===== src/rtl/agc_level_det.sv =====
module agc_level_det #(
  parameter int DW   = 6,
  parameter int MAXK = 8,
  parameter int KW   = $clog2(MAXK + 1)
) (
  input  logic          clk,
  input  logic          rst_n,
  input  logic          smp_valid,
  input  logic [DW-1:0] smp_data,
  input  logic [DW-2:0] thr_hi,
  input  logic [DW-2:0] thr_lo,
  input  logic [KW-1:0] win_log2,
  output logic          agc_err
);
  localparam int MW = DW - 1;
  localparam logic [MW-1:0] MAXMAG = {MW{1'b1}};

  logic [MW-1:0]   low, nlow, mag, pk, pk_nx;
  logic [KW-1:0]   klim;
  logic [MAXK-1:0] mask, cnt;
  logic            neg, win_end;

  assign neg   = smp_data[DW-1];
  assign low   = smp_data[MW-1:0];
  assign nlow  = ~low + 1'b1;
  assign mag   = !neg ? low : (low == '0) ? MAXMAG : nlow;

  assign klim    = (win_log2 > KW'(MAXK)) ? KW'(MAXK) : win_log2;
  assign mask    = ~({MAXK{1'b1}} << klim);
  assign win_end = smp_valid && (cnt == mask);
  assign pk_nx   = (mag > pk) ? mag : pk;

  always_ff @(posedge clk or negedge rst_n) begin
    if (!rst_n) begin
      cnt     <= '0;
      pk      <= '0;
      agc_err <= 1'b1;
    end else if (win_end) begin
      cnt <= '0;
      pk  <= '0;
      if (pk_nx > thr_hi)
        agc_err <= 1'b0;
      else if (pk_nx < thr_lo)
        agc_err <= 1'b1;
    end else if (smp_valid) begin
      cnt <= cnt + 1'b1;
      pk  <= pk_nx;
    end
  end
endmodule



===== config.mk =====
export PLATFORM = sky130hd
export DESIGN_NAME = agc_level_det
export DESIGN_NICKNAME = d
export VERILOG_FILES = /design/src/rtl/agc_level_det.sv
export SDC_FILE = /design/constraint.sdc
export NUM_CORES = 1
export LEC_CHECK = 0
export BUFFER_PORTS_ARGS = -buffer_cell sky130_fd_sc_hd__buf_2
export CELL_PAD_IN_SITES_DETAIL_PLACEMENT = 2
export CELL_PAD_IN_SITES_GLOBAL_PLACEMENT = 2
export CORE_ASPECT_RATIO = 0.8
export CORE_UTILIZATION = 33
export DETAILED_ROUTE_END_ITERATION = 10
export PLACE_DENSITY = 0.87
export SLEW_MARGIN = 10
export SYNTH_ARGS = -nofsm -noshare
export SYNTH_HDL_FRONTEND = slang
export SYNTH_SLANG_ARGS = --single-unit

===== constraint.sdc =====
create_clock -name clk -period 3.6 [get_ports clk]
set_input_delay 1.08 -clock clk [delete_from_list [all_inputs] [get_ports clk]]
set_output_delay 1.08 -clock clk [all_outputs]
set_load 0.005 [all_outputs]

==> metrics.txt <==
post-synthesis sequential element count=14; count of final hold-check violations=0; setup TNS after final layout=-0.5024 ns; unrepaired setup endpoints after global routing=true; TritonCTS clock tree=yes; count of H-tree levels built during CTS=1; fraction of power consumed by sequential logic=0.175; GRT Resource Usage Total=0.3176; Crit. End Element=flop; Pleak=1.012 nW; share of cell area taken by muxes after synthesis=0; part of the total power dissipated in combinational logic=0.741; number of remaining DRC errors=0; sinks on the clock net=14; count of cell types in the netlist=45; CTS buffer count=3; final setup violation count=1; DR vias=1701; clock slew at reported path FFs=0.07 ns; max cap viols=0; number of antenna violations at the first check in global routing=0; number of iterations in the first detailed-routing pass=4; gate count after technology mapping=175; achievable clock frequency=243.8 MHz; Simple-Gate Fraction of Synth Area=0.2178; outcome=complete, but fails checks; sequential element share of the synthesized area=0.2448; final antenna diode count=0; VDD IR max=413.2 uV; final antenna-violating net count=0; post-layout instance count excluding filler cells=282; share of the core filled with cells=0.5322; Cells after DPL=268; post-detailed-route wirelength per cell=29.93 um; Internal Power=0.9999 mW; violations in the final reports=negative setup slack; maximum number of buffers from clock root to sink=2; pwr dens=894.9 mW/mm^2; post-synth design cell area=0.001436 mm^2; final layout net count=265; number of warnings issued by yosys=0; CP Launch Type=primary input; most common library cell in the layout ignoring fill and taps=sky130_fd_sc_hd__buf_4; Synth Area in Compound Gates=0.2796; cell chosen for the clock root=sky130_fd_sc_hd__clkbuf_8; syn nets=214; largest family of logic cells by synthesized area=compound AO/OA/AOI/OAI gates; final worst-path cycle share=1.140; Iteration-0 DRC Markers=119; starting density of the core=0.3438; setup slack of the critical path after layout=-0.5024 ns; die span in y=61.01 um; Die X=75.76 um; Overflow after GRT=0; leading cell types in the layout, fill and taps excluded=sky130_fd_sc_hd__buf_4, sky130_fd_sc_hd__buf_2, sky130_fd_sc_hd__inv_1; Avg Cell Area, Syn=8.208 um^2; final standard cell area without fillers=0.002223 mm^2; peak fanout along the critical path=3; power dissipated by switching net loads=0.9898 mW; number of global-route vias before repair=1895; layout-stage area growth over the synthesis result=54.79%; Sw Share=0.4975; port bufs=23; number of pins exceeding their max-slew limit in the final report=0; post-layout minimum cycle time=4.102 ns; kind of critical path=primary input to flop; Filler cells=421; instance area after placement=0.001838 mm^2; actual slew at the worst max-slew pin=0.5786 ns; pin count of the biggest net entering global routing=15; required time reported for the critical path endpoint=3.80 ns; clock insertion delay at the later pin of the skew report=0.26 ns; Critical Path AT=4.31 ns; core area=0.004178 mm^2; via count normalized by instance count=6.032; total wire length after detailed routing=8441 um; max-slew headroom at the worst pin=0.6140; routability cong.=0.8015; Clk network pwr share=0.084; class of the worst hold path=flop to flop; global-route wire length before repair=10210 um; XOR/XNOR share of the synthesized area=0.04878; half-perimeter wire length after detailed placement=4321 um; Post-CTS Hold Fix Bufs=0; synthesized-area fraction occupied by adder cells=0.1394; I/O pin count=24; number of core rows=21; share of final-layout standard cells stronger than drive strength 1=0.4622; area of the die=0.004622 mm^2; Layout Skew=0.003325 ns
==> stage by stage <==
stage	hold slack [ns]	total power [mW]	setup slack [ns]
2_1_floorplan	0.5182	0.8878	-0.2320
3_3_place_gp	0.5359	1.095	-0.4836
3_5_place_dp	0.5508	1.204	-0.6676
4_1_cts	0.5708	1.584	-0.3547
5_1_grt	0.6388	2.047	-0.5998
6_report	0.6320	1.990	-0.5024
==> layout make-up <==
type	instances	area, um^2	area share
sequential	14	351.6	0.1581
multi-input combinational	135	1269	0.5706
timing repair buffer	50	374.1	0.1683
tap	57	71.32	0.03208
inverter	22	102.6	0.04615
clock buffer	4	55.05	0.02476
==> logic make-up (layout without fill, tap and decap cells) <==
family / Yosys count / in the layout
AOI/OAI and AO/OA: 54 / 54
xor gates and xnor gates: 8 / 8
adders and majority gates: 16 / 16
buffers and inverters: 26 / 76
DFF: 14 / 14
and+or+nand+nor: 57 / 57
==> power groups by stage <==
stage / Sequential [mW] / Combinational, mW / Clock [mW]
3_5_place_dp: 0.318 / 0.886 / 0
6_report: 0.348 / 1.47 / 0.166
2_1_floorplan: 0.269 / 0.619 / 0
4_1_cts: 0.323 / 1.09 / 0.167
5_1_grt: 0.349 / 1.53 / 0.173
3_3_place_gp: 0.306 / 0.789 / 0
==> synthesized netlist by cell type <==
| library cell | n | area (um^2) |
|---|---|---|
| sky130_fd_sc_hd__a211oi_1 | 1 | 7.510 |
| sky130_fd_sc_hd__a21o_1 | 4 | 30.03 |
| sky130_fd_sc_hd__a21oi_1 | 5 | 25.02 |
| sky130_fd_sc_hd__a311oi_2 | 1 | 15.01 |
| sky130_fd_sc_hd__a31oi_1 | 1 | 6.260 |
| sky130_fd_sc_hd__and2_1 | 2 | 12.51 |
| sky130_fd_sc_hd__and3_1 | 2 | 12.51 |
| sky130_fd_sc_hd__and4_1 | 3 | 26.28 |
| sky130_fd_sc_hd__buf_2 | 2 | 10.01 |
| sky130_fd_sc_hd__clkbuf_1 | 2 | 7.510 |
| sky130_fd_sc_hd__dfrtp_1 | 13 | 325.3 |
| sky130_fd_sc_hd__dfstp_2 | 1 | 26.28 |
| sky130_fd_sc_hd__ha_1 | 16 | 200.2 |
| sky130_fd_sc_hd__inv_1 | 22 | 82.58 |
| sky130_fd_sc_hd__nand2_1 | 18 | 67.56 |
| sky130_fd_sc_hd__nand2b_1 | 1 | 6.260 |
| sky130_fd_sc_hd__nand3_1 | 3 | 15.01 |
| sky130_fd_sc_hd__nand3b_1 | 2 | 15.01 |
| sky130_fd_sc_hd__nand4_1 | 3 | 18.77 |
| sky130_fd_sc_hd__nand4b_2 | 1 | 15.01 |
| sky130_fd_sc_hd__nor2_1 | 10 | 37.54 |
| sky130_fd_sc_hd__nor2b_1 | 4 | 25.02 |
| sky130_fd_sc_hd__nor3_1 | 4 | 20.02 |
| sky130_fd_sc_hd__nor3_4 | 1 | 16.27 |
| sky130_fd_sc_hd__nor3b_1 | 1 | 7.510 |
| sky130_fd_sc_hd__o2111a_1 | 1 | 11.26 |
| sky130_fd_sc_hd__o211a_1 | 1 | 10.01 |
| sky130_fd_sc_hd__o211ai_1 | 12 | 90.09 |
| sky130_fd_sc_hd__o21a_1 | 1 | 7.510 |
| sky130_fd_sc_hd__o21ai_0 | 11 | 55.05 |
| sky130_fd_sc_hd__o21ai_1 | 3 | 15.01 |
| sky130_fd_sc_hd__o21ba_1 | 1 | 10.01 |
| sky130_fd_sc_hd__o21bai_1 | 1 | 7.510 |
| sky130_fd_sc_hd__o21bai_2 | 2 | 22.52 |
| sky130_fd_sc_hd__o221ai_1 | 2 | 17.52 |
| sky130_fd_sc_hd__o22ai_1 | 1 | 6.260 |
| sky130_fd_sc_hd__o2bb2ai_1 | 2 | 17.52 |
| sky130_fd_sc_hd__o311a_1 | 1 | 10.01 |
| sky130_fd_sc_hd__o31a_1 | 1 | 8.760 |
| sky130_fd_sc_hd__o31ai_1 | 1 | 7.510 |
| sky130_fd_sc_hd__o31ai_4 | 1 | 21.27 |
| sky130_fd_sc_hd__or2_2 | 1 | 6.260 |
| sky130_fd_sc_hd__or3_4 | 1 | 11.26 |
| sky130_fd_sc_hd__xnor2_1 | 3 | 26.28 |
| sky130_fd_sc_hd__xor2_1 | 5 | 43.79 |
==> state kept, by name, indices dropped and copies added (netlist names) <==
name and cells:
cnt 8, pk 5, agc_err 1
==> layer usage <==
| metal | up-vias | global-route usage | share of wire |
|---|---|---|---|
| met5 | - | 0 | 0 |
| li1 | 736 | - | - |
| met3 | 32 | 0.07365 | 0.057 |
| met2 | 90 | 0.5461 | 0.50 |
| met4 | 0 | 0.1852 | 0.040 |
| met1 | 843 | 0.3649 | 0.40 |
==> worst max-delay path, cell delays in order <==
cell and delay, ns:
sky130_fd_sc_hd__buf_8 0.10, sky130_fd_sc_hd__inv_4 0.05, sky130_fd_sc_hd__ha_4 0.15, sky130_fd_sc_hd__nor3b_4 0.26
sky130_fd_sc_hd__nand3b_1 0.17, sky130_fd_sc_hd__o21ai_2 0.09, sky130_fd_sc_hd__inv_2 0.08, sky130_fd_sc_hd__ha_4 0.22
sky130_fd_sc_hd__a21oi_1 0.22, sky130_fd_sc_hd__o21ai_2 0.14, sky130_fd_sc_hd__o21ai_4 0.21, sky130_fd_sc_hd__buf_12 0.14
sky130_fd_sc_hd__buf_8 0.11, sky130_fd_sc_hd__nand2_4 0.06, sky130_fd_sc_hd__o21ai_4 0.11, sky130_fd_sc_hd__ha_4 0.25
sky130_fd_sc_hd__a21o_1 0.17, sky130_fd_sc_hd__a21o_1 0.21, sky130_fd_sc_hd__a21oi_2 0.15, sky130_fd_sc_hd__o311a_1 0.19
sky130_fd_sc_hd__a21o_1 0.12
==> path summary, 6_finish.rpt <==
kind                                     startpoint             endpoint  slack (ns)  cells past startpoint
min in group asynchronous                     rst_n   cnt[5]$_DFFE_PN0P_        0.72                      1
worst max-delay path                    smp_data[1]  agc_err$_DFFE_PN1P_       -0.50                     21
worst max register to register    pk[1]$_DFFE_PN0P_  agc_err$_DFFE_PN1P_        0.52                     14
max in group asynchronous                     rst_n  agc_err$_DFFE_PN1P_        2.58                      1
worst min register to register  agc_err$_DFFE_PN1P_  agc_err$_DFFE_PN1P_        0.63                      2
worst min-delay path            agc_err$_DFFE_PN1P_  agc_err$_DFFE_PN1P_        0.63                      2
==> timing repair <==
| action | CTS | global route |
|---|---|---|
| endpoints found under the setup margin | 1 | 1 |
| buffers inserted | 4 | 6 |
| resized for setup | 19 | 29 |
| pin swaps | 20 | 20 |
Note: power is estimated with default switching activity, not from simulation.
